### config.mk
export PLATFORM = sky130hd
export DESIGN_NAME = spi_mem_front
export DESIGN_NICKNAME = d
export VERILOG_FILES = /design/src/rtl/spi_mem_pkg.sv /design/src/rtl/spi_pin_sync.sv /design/src/rtl/spi_cmd_seq.sv /design/src/rtl/spi_so_shift.sv /design/src/rtl/spi_mem_front.sv
export SDC_FILE = /design/constraint.sdc
export NUM_CORES = 1
export LEC_CHECK = 0
export BUFFER_PORTS_ARGS = -buffer_cell sky130_fd_sc_hd__buf_2
export CORE_AREA = 2 2 76 78
export CTS_CLUSTER_DIAMETER = 100
export DETAILED_ROUTE_END_ITERATION = 16
export DIE_AREA = 0 0 78 80
export GPL_TIMING_DRIVEN = 1
export PLACE_DENSITY_LB_ADDON = 0.1
export SYNTH_ARGS = -nofsm -noshare
export SYNTH_HDL_FRONTEND = slang
export SYNTH_SLANG_ARGS = --single-unit
### constraint.sdc
create_clock -name clk -period 2.5 [get_ports clk]
set_input_delay 0.5 -clock clk [delete_from_list [all_inputs] [get_ports clk]]
set_output_delay 0.5 -clock clk [all_outputs]
set_load 0.02 [all_outputs]
### src/rtl/spi_mem_pkg.sv
package spi_mem_pkg;
  localparam int ADDR_W = 9;
  localparam int BYTE_W = 8;

  typedef enum logic [1:0] {
    K_SET_WEL = 2'd0,
    K_CLR_WEL = 2'd1,
    K_WR_STAT = 2'd2,
    K_WR_BYTE = 2'd3
  } req_kind_e;

  typedef enum logic [2:0] {
    OP_SETL, OP_CLRL, OP_RDSR, OP_WRSR, OP_READ, OP_WRITE, OP_BAD
  } op_e;

  typedef enum logic [2:0] {
    S_OPC, S_ADR, S_WDAT, S_SDAT, S_RDO, S_SRO, S_SKIP
  } seq_st_e;

  // Opcode classification; bit 3 of array opcodes is address bit 8.
  function automatic op_e decode_op(input logic [BYTE_W-1:0] b);
    if (b == 8'h06) return OP_SETL;
    if (b == 8'h04) return OP_CLRL;
    if (b == 8'h05) return OP_RDSR;
    if (b == 8'h01) return OP_WRSR;
    if (b[7:4] == 4'h0 && b[2:0] == 3'b011) return OP_READ;
    if (b[7:4] == 4'h0 && b[2:0] == 3'b010) return OP_WRITE;
    return OP_BAD;
  endfunction

  // Busy forces every bit high; otherwise fields sit at their fixed positions.
  function automatic logic [BYTE_W-1:0] status_pack(input logic busy, input logic wel,
                                                    input logic [1:0] bl, input logic [1:0] wd);
    if (busy) return '1;
    return {2'b00, wd, bl, wel, 1'b0};
  endfunction

  // Advance within an aligned page of 2**pw bytes.
  function automatic logic [ADDR_W-1:0] page_next(input logic [ADDR_W-1:0] a, input int pw);
    logic [ADDR_W-1:0] m;
    m = ADDR_W'((1 << pw) - 1);
    return (a & ~m) | ((a + {{(ADDR_W-1){1'b0}}, 1'b1}) & m);
  endfunction
endpackage

### src/rtl/spi_pin_sync.sv
module spi_pin_sync #(
  parameter int STAGES = 2
) (
  input  logic clk,
  input  logic rst_n,
  input  logic cs_n,
  input  logic sck,
  input  logic si,
  output logic cs_hi,
  output logic cs_fall,
  output logic sck_rise,
  output logic sck_fall,
  output logic si_s
);
  localparam int NPIN = 3;
  logic [NPIN-1:0] stg [STAGES];
  logic cs_q, sck_q;

  always_ff @(posedge clk) begin
    if (!rst_n) begin
      for (int i = 0; i < STAGES; i++) stg[i] <= '0;
      cs_q  <= 1'b0;
      sck_q <= 1'b0;
    end else begin
      stg[0] <= {cs_n, sck, si};
      for (int i = 1; i < STAGES; i++) stg[i] <= stg[i-1];
      cs_q  <= stg[STAGES-1][2];
      sck_q <= stg[STAGES-1][1];
    end
  end

  assign cs_hi    = stg[STAGES-1][2];
  assign si_s     = stg[STAGES-1][0];
  assign cs_fall  = cs_q & ~stg[STAGES-1][2];
  assign sck_rise = ~sck_q & stg[STAGES-1][1];
  assign sck_fall = sck_q & ~stg[STAGES-1][1];
endmodule

### src/rtl/spi_cmd_seq.sv
module spi_cmd_seq
  import spi_mem_pkg::*;
#(
  parameter int PAGE_W = 2
) (
  input  logic              clk,
  input  logic              rst_n,
  input  logic              cs_hi,
  input  logic              cs_fall,
  input  logic              sck_rise,
  input  logic              si_s,
  output logic [ADDR_W-1:0] addr,
  output logic              out_stat,
  output logic              out_mem,
  output logic              first_bit,
  output logic              wr_req,
  output req_kind_e         wr_kind,
  output logic [ADDR_W-1:0] wr_addr,
  output logic [BYTE_W-1:0] wr_data,
  output logic              armed
);
  seq_st_e          st;
  logic [2:0]       cnt;
  logic [6:0]       sh;
  logic             hi_bit, rd_mode;
  logic [BYTE_W-1:0] byte_in;
  logic             byte_done;

  assign byte_in   = {sh, si_s};
  assign byte_done = sck_rise && armed && !cs_hi && cnt == 3'd7;

  always_ff @(posedge clk) begin
    if (!rst_n) begin
      st <= S_OPC; cnt <= '0; sh <= '0; hi_bit <= 1'b0; rd_mode <= 1'b0;
      addr <= '0; armed <= 1'b0; wr_req <= 1'b0; wr_kind <= K_SET_WEL;
      wr_addr <= '0; wr_data <= '0;
    end else begin
      wr_req <= 1'b0;
      armed  <= armed | cs_fall;
      if (cs_hi || cs_fall) begin
        st  <= S_OPC;
        cnt <= '0;
      end else if (sck_rise && armed) begin
        cnt <= cnt + 3'd1;
        sh  <= byte_in[6:0];
        if (cnt == 3'd7) begin
          case (st)
            S_OPC: begin
              case (decode_op(byte_in))
                OP_SETL:  begin wr_req <= 1'b1; wr_kind <= K_SET_WEL; st <= S_SKIP; end
                OP_CLRL:  begin wr_req <= 1'b1; wr_kind <= K_CLR_WEL; st <= S_SKIP; end
                OP_RDSR:  st <= S_SRO;
                OP_WRSR:  st <= S_SDAT;
                OP_READ:  begin hi_bit <= byte_in[3]; rd_mode <= 1'b1; st <= S_ADR; end
                OP_WRITE: begin hi_bit <= byte_in[3]; rd_mode <= 1'b0; st <= S_ADR; end
                default:  st <= S_SKIP;
              endcase
            end
            S_ADR: begin
              addr <= {hi_bit, byte_in};
              st   <= rd_mode ? S_RDO : S_WDAT;
            end
            S_WDAT: begin
              wr_req <= 1'b1; wr_kind <= K_WR_BYTE;
              wr_addr <= addr; wr_data <= byte_in;
              addr <= page_next(addr, PAGE_W);
            end
            S_SDAT: begin
              wr_req <= 1'b1; wr_kind <= K_WR_STAT; wr_data <= byte_in;
              st <= S_SKIP;
            end
            S_RDO: addr <= addr + {{(ADDR_W-1){1'b0}}, 1'b1};
            default: ;
          endcase
        end
      end
    end
  end

  assign out_stat  = (st == S_SRO);
  assign out_mem   = (st == S_RDO);
  assign first_bit = (cnt == 3'd0);

  p_rd_wrap_r6: assert property (@(posedge clk) disable iff (!rst_n)
    (st == S_RDO && byte_done && addr == '1) |=> addr == '0);
  p_page_wrap_r7: assert property (@(posedge clk) disable iff (!rst_n)
    (st == S_WDAT && byte_done && addr[PAGE_W-1:0] == '1)
      |=> (addr[PAGE_W-1:0] == '0 && $stable(addr[ADDR_W-1:PAGE_W])));
  p_arm_gate_r11: assert property (@(posedge clk) disable iff (!rst_n)
    !armed |-> !wr_req);
  p_req_pulse_r2: assert property (@(posedge clk) disable iff (!rst_n)
    wr_req |=> !wr_req);
endmodule

### src/rtl/spi_so_shift.sv
module spi_so_shift
  import spi_mem_pkg::*;
(
  input  logic              clk,
  input  logic              rst_n,
  input  logic              cs_hi,
  input  logic              sck_fall,
  input  logic              out_stat,
  input  logic              out_mem,
  input  logic              first_bit,
  input  logic [BYTE_W-1:0] stat_byte,
  input  logic [BYTE_W-1:0] mem_byte,
  output logic              so,
  output logic              so_oe
);
  logic [BYTE_W-1:0] sh;
  logic [BYTE_W-1:0] nxt;

  assign nxt = out_stat ? stat_byte : mem_byte;

  always_ff @(posedge clk) begin
    if (!rst_n) begin
      so <= 1'b0; so_oe <= 1'b0; sh <= '0;
    end else if (cs_hi) begin
      so <= 1'b0; so_oe <= 1'b0;
    end else if (sck_fall && (out_stat || out_mem)) begin
      so_oe <= 1'b1;
      if (first_bit) begin
        so <= nxt[BYTE_W-1];
        sh <= {nxt[BYTE_W-2:0], 1'b0};
      end else begin
        so <= sh[BYTE_W-1];
        sh <= {sh[BYTE_W-2:0], 1'b0};
      end
    end
  end

  p_so_hiz_r10: assert property (@(posedge clk) disable iff (!rst_n)
    cs_hi |=> !so_oe);
endmodule

### src/rtl/spi_mem_front.sv
module spi_mem_front
  import spi_mem_pkg::*;
#(
  parameter int SYNC_STAGES = 2,
  parameter int PAGE_W      = 2
) (
  input  logic        clk,
  input  logic        rst_n,
  input  logic        spi_cs_n,
  input  logic        spi_sck,
  input  logic        spi_si,
  output logic        spi_so,
  output logic        spi_so_oe,
  output logic [8:0]  mem_raddr,
  input  logic [7:0]  mem_rdata,
  input  logic        stat_wel,
  input  logic [1:0]  stat_bl,
  input  logic [1:0]  stat_wd,
  input  logic        wr_busy,
  output logic        wr_req,
  output logic [1:0]  wr_kind,
  output logic [8:0]  wr_addr,
  output logic [7:0]  wr_data
);
  logic cs_hi, cs_fall, sck_rise, sck_fall, si_s;
  logic out_stat, out_mem, first_bit, armed;
  logic [ADDR_W-1:0] addr;
  req_kind_e kind;
  logic [BYTE_W-1:0] stat_byte;
  logic ld_stat;

  spi_pin_sync #(.STAGES(SYNC_STAGES)) u_sync (
    .clk(clk), .rst_n(rst_n), .cs_n(spi_cs_n), .sck(spi_sck), .si(spi_si),
    .cs_hi(cs_hi), .cs_fall(cs_fall), .sck_rise(sck_rise), .sck_fall(sck_fall), .si_s(si_s)
  );

  spi_cmd_seq #(.PAGE_W(PAGE_W)) u_seq (
    .clk(clk), .rst_n(rst_n), .cs_hi(cs_hi), .cs_fall(cs_fall), .sck_rise(sck_rise),
    .si_s(si_s), .addr(addr), .out_stat(out_stat), .out_mem(out_mem),
    .first_bit(first_bit), .wr_req(wr_req), .wr_kind(kind), .wr_addr(wr_addr),
    .wr_data(wr_data), .armed(armed)
  );

  assign stat_byte = status_pack(wr_busy, stat_wel, stat_bl, stat_wd);

  spi_so_shift u_out (
    .clk(clk), .rst_n(rst_n), .cs_hi(cs_hi), .sck_fall(sck_fall), .out_stat(out_stat),
    .out_mem(out_mem), .first_bit(first_bit), .stat_byte(stat_byte), .mem_byte(mem_rdata),
    .so(spi_so), .so_oe(spi_so_oe)
  );

  assign mem_raddr = addr;
  assign wr_kind   = kind;

  // Status load event, brought out for the busy check.
  assign ld_stat = sck_fall & out_stat & first_bit & ~cs_hi & armed;

  p_busy_ones_r4: assert property (@(posedge clk) disable iff (!rst_n)
    (ld_stat && wr_busy) |=> spi_so);
  p_oe_only_out_r10: assert property (@(posedge clk) disable iff (!rst_n)
    (!out_stat && !out_mem && cs_hi) |=> !spi_so_oe);
endmodule

# Word-level counts from Yosys, hierarchy flattened

Memory sizes are Yosys's and may differ from the RTL's.
Index checks and enable logic that the tools add are counted.

Logic and storage cells: 178
Memories kept: 1
Register bits after elaboration: 57
Output and inout bits: 31
RAM bits: 6
Input bits: 19

Memories:

| name       | words | bits a word | rd ports | clocked after memory_dff | wr ports | line               | text |
|---|---|---|---|---|---|---|---|
| u_sync.stg | 2     | 3           | 2        | 0                        | 2        | spi_pin_sync.sv:16 | `logic [NPIN-1:0] stg [STAGES];` |

Eq/ne operators: 18
Add/sub/neg operators: 2
Bitwise logic cells: 14
Multiplexer cells: 98
Reductions and logical operators: 29

Operator list:

| operator            | count |
|---|---|
| $mux 3              | 31 |
| $mux 1              | 56 |
| $mux 8              | 4 |
| $pmux 9 s3          | 1 |
| $eq 8x3->1 const B  | 3 |
| $eq 3x2->1 const B  | 6 |
| $pmux 3 s3          | 2 |
| $eq 3x3->1 const B  | 5 |
| $reduce_and 5->1    | 3 |
| $reduce_and 4->1    | 3 |
| $reduce_or 2->1     | 5 |
| $add 9x1->9 const B | 1 |
| $logic_not 3->1     | 3 |
| $or 9x2->9          | 1 |
| $reduce_bool 3->1   | 3 |
| $eq 8x1->1 const B  | 1 |
| $not 1->1           | 7 |
| $eq 3x1->1 const B  | 2 |
| $pmux 2 s3          | 1 |
| $logic_and 1x1->1   | 4 |
| $logic_not 4->1     | 1 |
| $pmux 1 s2          | 2 |
| $pmux 2 s2          | 1 |
| $reduce_and 2->1    | 2 |
| 8 further kinds     | 13 |

# Longest topological paths before layout

Gate-level depths: netlist of run 1.

Depth in word-level cells: 62
Gate-level depth with buffers: 8
Mapped depth without buffers: 6

# Modules after synthesis

From an unflattened synthesis of run 1, not the netlist that was laid out.

Cells, all modules: 337
Area, all modules: 2,940.3 um2

Modules (own cells, without submodules):

| module        | sequential area each (um2) | times used | area an instance (um2) | cells an instance |
|---|---|---|---|---|
| spi_cmd_seq   | 900.9                      | 1          | 2,200.9                | 264 |
| spi_so_shift  | 180.2                      | 1          | 479.2                  | 49 |
| spi_pin_sync  | 160.2                      | 1          | 229.0                  | 19 |
| spi_mem_front | 0.0                        | 1          | 31.3                   | 5 |

# Worst setup path before layout of run 1

OpenSTA, ideal clock, no wires.

Path type: register to register
From: register u_seq.cnt[1]
To: register u_seq.addr[4]
Path buffers: 1
Setup time: 0.062 ns
Arrival: 1.746 ns
Period minus slack after synthesis: 1.808 ns
Slack: 0.692 ns
Data required time: 2.438 ns
Stages on the path, launching flop included: 8
Path through: dfxtp_1 ha_1 ha_1 and4b_1 clkbuf_1 o2111ai_1 or4_1 nand3_1

Longest elaborated chain between the ends: 2

RTL lines:

| what                              | line              | text |
|---|---|---|
| start, declared                   | spi_cmd_seq.sv:23 | `logic [2:0] cnt;` |
| start signal, assigned            | spi_cmd_seq.sv:44 | `cnt <= cnt + 3'd1;` |
| $eq 3x3->1                        | --                |  |
| $reduce_and 4->1 (no source line) | --                |  |
| end signal, assigned              | spi_cmd_seq.sv:60 | `addr <= {hi_bit, byte_in};` |
| end signal, assigned              | spi_cmd_seq.sv:66 | `addr <= page_next(addr, PAGE_W);` |
| end signal, assigned              | spi_cmd_seq.sv:72 | `S_RDO: addr <= addr + {{(ADDR_W-1){1'b0}}, 1'b1};` |
| end, declared                     | spi_cmd_seq.sv:12 | `output logic [ADDR_W-1:0] addr,` |

No other way between the ends.
A chain may end at the register's enable or synchronous reset.

# Worst setup path in the final report of run 1

From: register u_seq.st[2]
To: register u_seq.addr[6]

Longest elaborated chain between the ends: 3
Elaborated cells on any way between the ends: 6
Those cells by class: eq/ne (3); mux (1); reduce/logical (2)

RTL lines:

| what                               | line              | text |
|---|---|---|
| start, declared                    | spi_cmd_seq.sv:22 | `seq_st_e st;` |
| start signal, assigned             | spi_cmd_seq.sv:61 | `st <= rd_mode ? S_RDO : S_WDAT;` |
| $eq 3x2->1 (tied with other cells) | spi_cmd_seq.sv:47 | `case (st)` |
| $reduce_bool 3->1 (no source line) | --                |  |
| $reduce_and 4->1 (no source line)  | --                |  |

Parallel ways exist; a longest one is shown, timed or not.

==> results of run 1 <==
## layout make-up
type | instances | area share [%]
flip-flops and latches | 62 | 35.58
clock buffers | 13 | 4.842
multi-input cells | 238 | 44.44
clock inverters | 3 | 1.865
repair buffers | 61 | 9.613
inverters | 10 | 1.076
well taps | 72 | 2.582
## sequential cells by signal (all words and copies together), names as in the netlist, 2 cells and up
signal / count
u_out.sh: 7
u_seq.addr: 9
u_seq.cnt: 3
u_seq.sh: 7
u_seq.st: 3
u_seq.wr_addr: 9
u_seq.wr_data: 8
u_seq.wr_kind: 2
u_sync.stg: 6
## cells in the final DEF, fill, tap and decap left out, drive strengths merged, types with 2 or more instances in the layout
cell	count
or3	6
a21oi	16
o21bai	2
nor3	10
nor3b	3
a2111oi	2
dfxtp	62
a211oi	3
nor2	38
and2	7
o21a	2
or2	2
clkbuf	13
nor4	2
nand3	8
xor2	3
nand2	21
o21ai	13
nor2b	6
nand3b	3
inv	10
and4b	2
mux2i	26
a31oi	6
o31ai	5
o2111ai	2
nand2b	5
bufinv	2
ha	4
o211ai	11
buf	61
nand4	4
xnor2	4
and4	3
or4	4
## report_power, final
group          internal, uW  switching, uW  total [uW]
sequential              995           8.00        1000
combinational          28.2           38.8        67.0
clock                   642            381        1020
## cells in the mapped netlist, types with 4 or more instances
cell / instances
nand2b_1: 5
mux2i_1: 26
or4_1: 4
nand3_1: 8
inv_1: 9
ha_1: 4
dfxtp_1: 62
nor2_1: 38
buf_1: 4
or3_1: 6
a31oi_1: 6
a21oi_1: 16
xnor2_1: 4
clkbuf_1: 14
nor2b_1: 6
o211ai_1: 11
and2_1: 7
o21ai_0: 13
nand2_1: 21
nor3_1: 10
o31ai_1: 5
nand4_1: 4
## routing by layer
metal	share of wire (%)	vias to the layer above
met1	46	1202
met3	4.8	13
met2	47	68
met5	0	-
li1	-	1299
met4	2.1	0
## critical path: cells and delay by family (launching register included)
| family | cells | cell delay (ns) |
|---|---|---|
| AND/OR/NAND/NOR | 1 | 0.55 |
| AO/OA/AOI/OAI | 3 | 0.67 |
| flip-flops | 1 | 0.69 |
## how the worst max path moves through the flow
stage | startpoint | end | slack (ns) | depth (start not counted)
6_report | u_seq.st[2]$_SDFFE_PP0P_ | u_seq.addr[6]$_SDFFE_PN0P_ | 0.51 | 4
5_1_grt | u_seq.st[2]$_SDFFE_PP0P_ | u_seq.addr[6]$_SDFFE_PN0P_ | 0.31 | 4
4_1_cts | u_seq.st[2]$_SDFFE_PP0P_ | u_seq.addr[6]$_SDFFE_PN0P_ | 0.52 | 4
3_5_place_dp | u_seq.st[2]$_SDFFE_PP0P_ | u_seq.addr[6]$_SDFFE_PN0P_ | 0.55 | 4
3_3_place_gp | u_seq.cnt[1]$_SDFFE_PP0P_ | u_seq.addr[4]$_SDFFE_PN0P_ | 0.60 | 6
2_1_floorplan | u_seq.cnt[1]$_SDFFE_PP0P_ | u_seq.addr[4]$_SDFFE_PN0P_ | 0.69 | 7
## through the flow
stage / area, um2 / hold slack (ns)
after CTS: 3488 / 0.3563
after global routing: 3488 / 0.3586
after detailed placement: 3254 / 0.4232
final: 3488 / 0.3696
after floorplan: 2934 / 0.4119
after global placement: 3254 / 0.4153
## logic make-up (layout without fill, tap and decap cells)
logic type | count (synthesis) | after routing | share of synthesized area, %
compound gates | 72 | 72 | 16.50
xor+xnor | 7 | 7 | 2.090
fa+ha+maj | 4 | 4 | 1.706
buf+inv | 33 | 87 | 4.861
flops | 62 | 62 | 42.30
mux | 26 | 26 | 8.870
simple gates | 129 | 129 | 23.67
==> results_dict.tcl, run 1 <==
set metrics [dict create \
    synth.yosys.warnings 0 \
    cp.arrival_ns 2.25 \
    grt_overflow 0 \
    irDropWorstVdd_mv 0.4096 \
    fp.dieW_um 78 \
    hpwlAfterDp_um 4694 \
    clockBufferDepth 2 \
    p_total_uw 2093 \
    ant_nets 0 \
    finClkSkew_ns 0.007216 \
    status "finished clean" \
    syn_inst 333 \
    diodes 0 \
    first_global_vias 2381 \
    leakage_uw 0.001524 \
    grt_max_degree 22 \
    crit_path_max_incr_delay_ns 0.69 \
    drv_slew 0 \
    die_height_um 80 \
    clk_pin_slew_ns 0.07 \
    hold_class "in2reg" \
    ys_types 54 \
    num-fill-cells 488 \
    htree_levels 3 \
    finalWirelength_um 6623 \
    critPathSlowestCell "dfxtp_1" \
    async_flop_share_pct 0 \
    worstPathRequired_ns 2.77 \
    seq_area_um2 1241 \
    setup_viol 0 \
    r2r_slack_ns 0.51 \
    synthFlopType "dfxtp_1" \
    nets 405 \
    grtUsageMet2_pct 37.16 \
    hold_start "spi_si" \
    power_density_nw_per_um2 600.1 \
    cp_max_fo 18 \
    hold_depth 2 \
    rsz0062_at_grt "no" \
    met3_usage_pct 5.543 \
    routedWlPerCell_um 14.43 \
    gp_congestion 0.9313 \
    slew_headroom_pct 60.28 \
    r2r_cells 4 \
    vias 2582 \
    r2r_start "u_seq.st[2]$_SDFFE_PP0P_" \
    core_area_um2 5405 \
    hold_viol 0 \
    postCtsHoldBufs 0 \
    cts.sinks 62 \
    clk_latency_ns 0.34 \
    min_to "u_sync.stg[0][0]$_SDFF_PN0_" \
    drcViolationCount 0 \
    critPathCaptureType "flip-flop" \
    grt_pass1_wl_um 11090 \
    worst_slew_pin_slew_ns 0.5953 \
    synth.cell_area_um2 2934 \
    fin_ws_ns 0.5126 \
    cts_buffers 9 \
    dp.cells 443 \
    synth_edf_count 0 \
    synth_area_per_cell_um2 8.811 \
    yosysTopAreaCellShare_pct 42.30 \
    reg2reg_to "u_seq.addr[6]$_SDFFE_PN0P_" \
    rows 27 \
    portBuffers 49 \
    preCtsSetupSlack_ns 0.5456 \
    path_class "reg2reg" \
    cts_resized 0 \
    area_growth_pct 18.89 \
    synth.net_count 356 \
    crit_path_cell_trace "or4bb_1 -> a2111oi_0 -> o21ai_0 -> o211ai_1" \
    fin_crit_ns 1.987 \
    multiInputGateArea_um2 1550 \
    fin_crit_sh_pct 79.49 \
    busiest_layer "met2" \
    grtUsageTotal_pct 22.78 \
    initial_core_util_pct 54.28 \
    ys_top_cells_by_area "dfxtp_1, mux2i_1, nor2_1, o211ai_1, a21oi_1" \
    drt_iter0_drc 127 \
    ys_ff_latch 62 \
    post_cts_buffers 0 \
    firstDrtPassIters 4 \
    met1_usage_pct 27.61 \
    synth_largest_area_cell "dfxtp_1" \
    start_kind "flip-flop" \
    cts_root_buffer "clkbuf_8" \
    vias_per_cell 5.625 \
    pin_count 50 \
    layoutNonFillerInstCount 459 \
    cap_violations 0 \
    drive_above_1_share_pct 21.45 \
    cts_tree "yes" \
    antenna_found_initial 0 \
    utilization_pct 64.54 \
    fmax_mhz 503.2 \
    dieArea_um2 6240 \
    tns_ns 0 \
    seq_area_frac_synth_pct 42.30 \
]
Power figures use the tool's default switching activity.
==> run 2: changes to the inputs <==
--- a/config.mk
+++ b/config.mk
@@ -6,10 +6,10 @@
 export NUM_CORES = 1
 export LEC_CHECK = 0
 export BUFFER_PORTS_ARGS = -buffer_cell sky130_fd_sc_hd__buf_2
-export CORE_AREA = 2 2 76 78
+export CORE_AREA = 2 2 80 82
 export CTS_CLUSTER_DIAMETER = 100
 export DETAILED_ROUTE_END_ITERATION = 16
-export DIE_AREA = 0 0 78 80
+export DIE_AREA = 0 0 82 84
 export GPL_TIMING_DRIVEN = 1
 export PLACE_DENSITY_LB_ADDON = 0.1
 export SYNTH_ARGS = -nofsm -noshare
==> constraint.sdc (replaced) <==
create_clock -name clk -period 1.75 [get_ports clk]
set_input_delay 0.35 -clock clk [delete_from_list [all_inputs] [get_ports clk]]
set_output_delay 0.35 -clock clk [all_outputs]
set_load 0.02 [all_outputs]
==> results_dict.tcl, run 2 (same netlist as run 1, synthesis figures left out) <==
set metrics [dict create \
    gp_congestion 0.9380 \
    rsz0062_at_grt "yes" \
    final_cell_mix "dfxtp_1, buf_2, buf_4, nor2_1, mux2i_1" \
    cts_root_buffer "clkbuf_8" \
    slew_headroom_pct 68.88 \
    p_int_uw 2113 \
    clk_latency_ns 0.34 \
    cp_max_fo 5 \
    hold_class "in2reg" \
    dieArea_um2 6888 \
    drv_slew 0 \
    diodes 0 \
    swShare_pct 22.99 \
    pwr-share-comb_pct 3.9 \
    clock_power_share_pct 44.0 \
    drcViolationCount 0 \
    clockBufferDepth 2 \
    portBuffers 49 \
    irDropWorstVdd_mv 0.7400 \
    vias_per_cell 5.412 \
    ant_nets 0 \
    postCtsHoldBufs 0 \
    antenna_found_initial 0 \
    hold_viol 0 \
    fin_hold_ws_ns 0.2128 \
    start_kind "flip-flop" \
    r2r_cells 8 \
    fin_crit_sh_pct 98.37 \
    finClkSkew_ns 0.01054 \
    cts.sinks 62 \
    drt_iter0_drc 120 \
    path_class "reg2reg" \
    worstPathRequired_ns 1.99 \
    die_height_um 84 \
    area_growth_pct 30.11 \
    htree_levels 3 \
    fin_crit_ns 1.722 \
    vias 2690 \
    nets 438 \
    clk_pin_slew_ns 0.07 \
    grtUsageTotal_pct 22.70 \
    fmax_mhz 580.9 \
    p_total_uw 2744 \
    rows 29 \
    cts_buffers 9 \
    grt_overflow 0 \
    initial_core_util_pct 48.13 \
    setup_viol 0 \
    cts_tree "yes" \
    cp.arrival_ns 1.96 \
    first_global_vias 2547 \
    hold_depth 2 \
    worst_slew_pin_slew_ns 0.4668 \
    switchingPower_uw 630.9 \
    firstDrtPassIters 4 \
    seq_area_um2 1246 \
    reg.largest.list "u_seq.addr (9), u_seq.wr_addr (9), u_seq.wr_data (8)" \
    multiInputGateArea_um2 1624 \
    power_frac_seq_pct 52.1 \
    hpwlAfterDp_um 5296 \
    cap_violations 0 \
    routedWlPerCell_um 14.79 \
    drive_above_1_share_pct 31.67 \
    final_common_cell "dfxtp_1" \
    finalWirelength_um 7351 \
    core_area_um2 6096 \
    leakage_uw 0.001686 \
    num-fill-cells 550 \
    tns_ns 0 \
    grt_pass1_wl_um 11920 \
    pin_count 50 \
    critPathCaptureType "flip-flop" \
    status "finished clean" \
    grt_max_degree 37 \
    power_density_nw_per_um2 718.9 \
    fp.dieW_um 82 \
]
-- run 2: final timing paths --
| path | slack, ns | from | end |
|---|---|---|---|
| hold / removal | 0.21 | spi_si | u_sync.stg[0][0]$_SDFF_PN0_ |
| hold reg to reg | 0.43 | u_sync.stg[0][1]$_SDFF_PN0_ | u_sync.stg[0][4]$_SDFF_PN0_ |
| setup / recovery | 0.03 | u_seq.cnt[0]$_SDFFE_PP0P_ | u_seq.addr[3]$_SDFFE_PN0P_ |
| setup reg to reg | 0.03 | u_seq.cnt[0]$_SDFFE_PP0P_ | u_seq.addr[3]$_SDFFE_PN0P_ |
-- run 2: final cells by class --
cell class                      instances  area share [%]
Timing Repair Buffer                   94           16.36
Multi-Input combinational cell        238           42.54
Sequential cell                        62           32.65
Inverter                               10          0.9833
Tap cell                               77           2.524
Clock buffer                            9           3.245
Clock inverter                          7           1.704
-- run 2: critical path, cell delays in order, from the launching register on --
cell and delay, ns:
dfxtp_2 0.35, ha_4 0.14, ha_4 0.11, and4b_2 0.30
buf_4 0.14, a41oi_2 0.10, buf_4 0.16, buf_4 0.12
a32o_1 0.19
-- run 2: repair_timing --
action                     CTS  global route
gates resized for setup      2            11
pin swaps                    0             3
setup endpoints to repair    4            18
setup buffers                0             2
-- run 2: routing by layer --
layer	share of wire (%)	vias up	wire, um	track usage (%)
met5	0	-	0	0
met3	3.9	8	288	5.519
met1	45	1266	3297	28.44
li1	-	1360	-	-
met4	1.2	0	91	8.030
met2	50	56	3674	37.32
-- run 2: power groups by stage --
stage                     combinational (uW)  sequential, uW  clock [uW]
after floorplan                         60.5            1460           0
after detailed placement                 106            1460           0
final                                    108            1430        1210
after global routing                     120            1430        1290
after global placement                   105            1460           0
after CTS                                106            1430        1230
-- run 2: stage by stage --
step / cell area (um2) / std cells / worst slack, ns / util, %
floorplan: 2972 / 333 / -0.001561 / -
global placement: 3567 / 479 / 0.01252 / 58.52
detailed placement: 3567 / 479 / -0.006335 / 58.52
CTS: 3761 / 495 / 0.01300 / 61.70
global route: 3817 / 497 / -0.07928 / 62.62
finish: 3817 / 497 / 0.02845 / 62.62
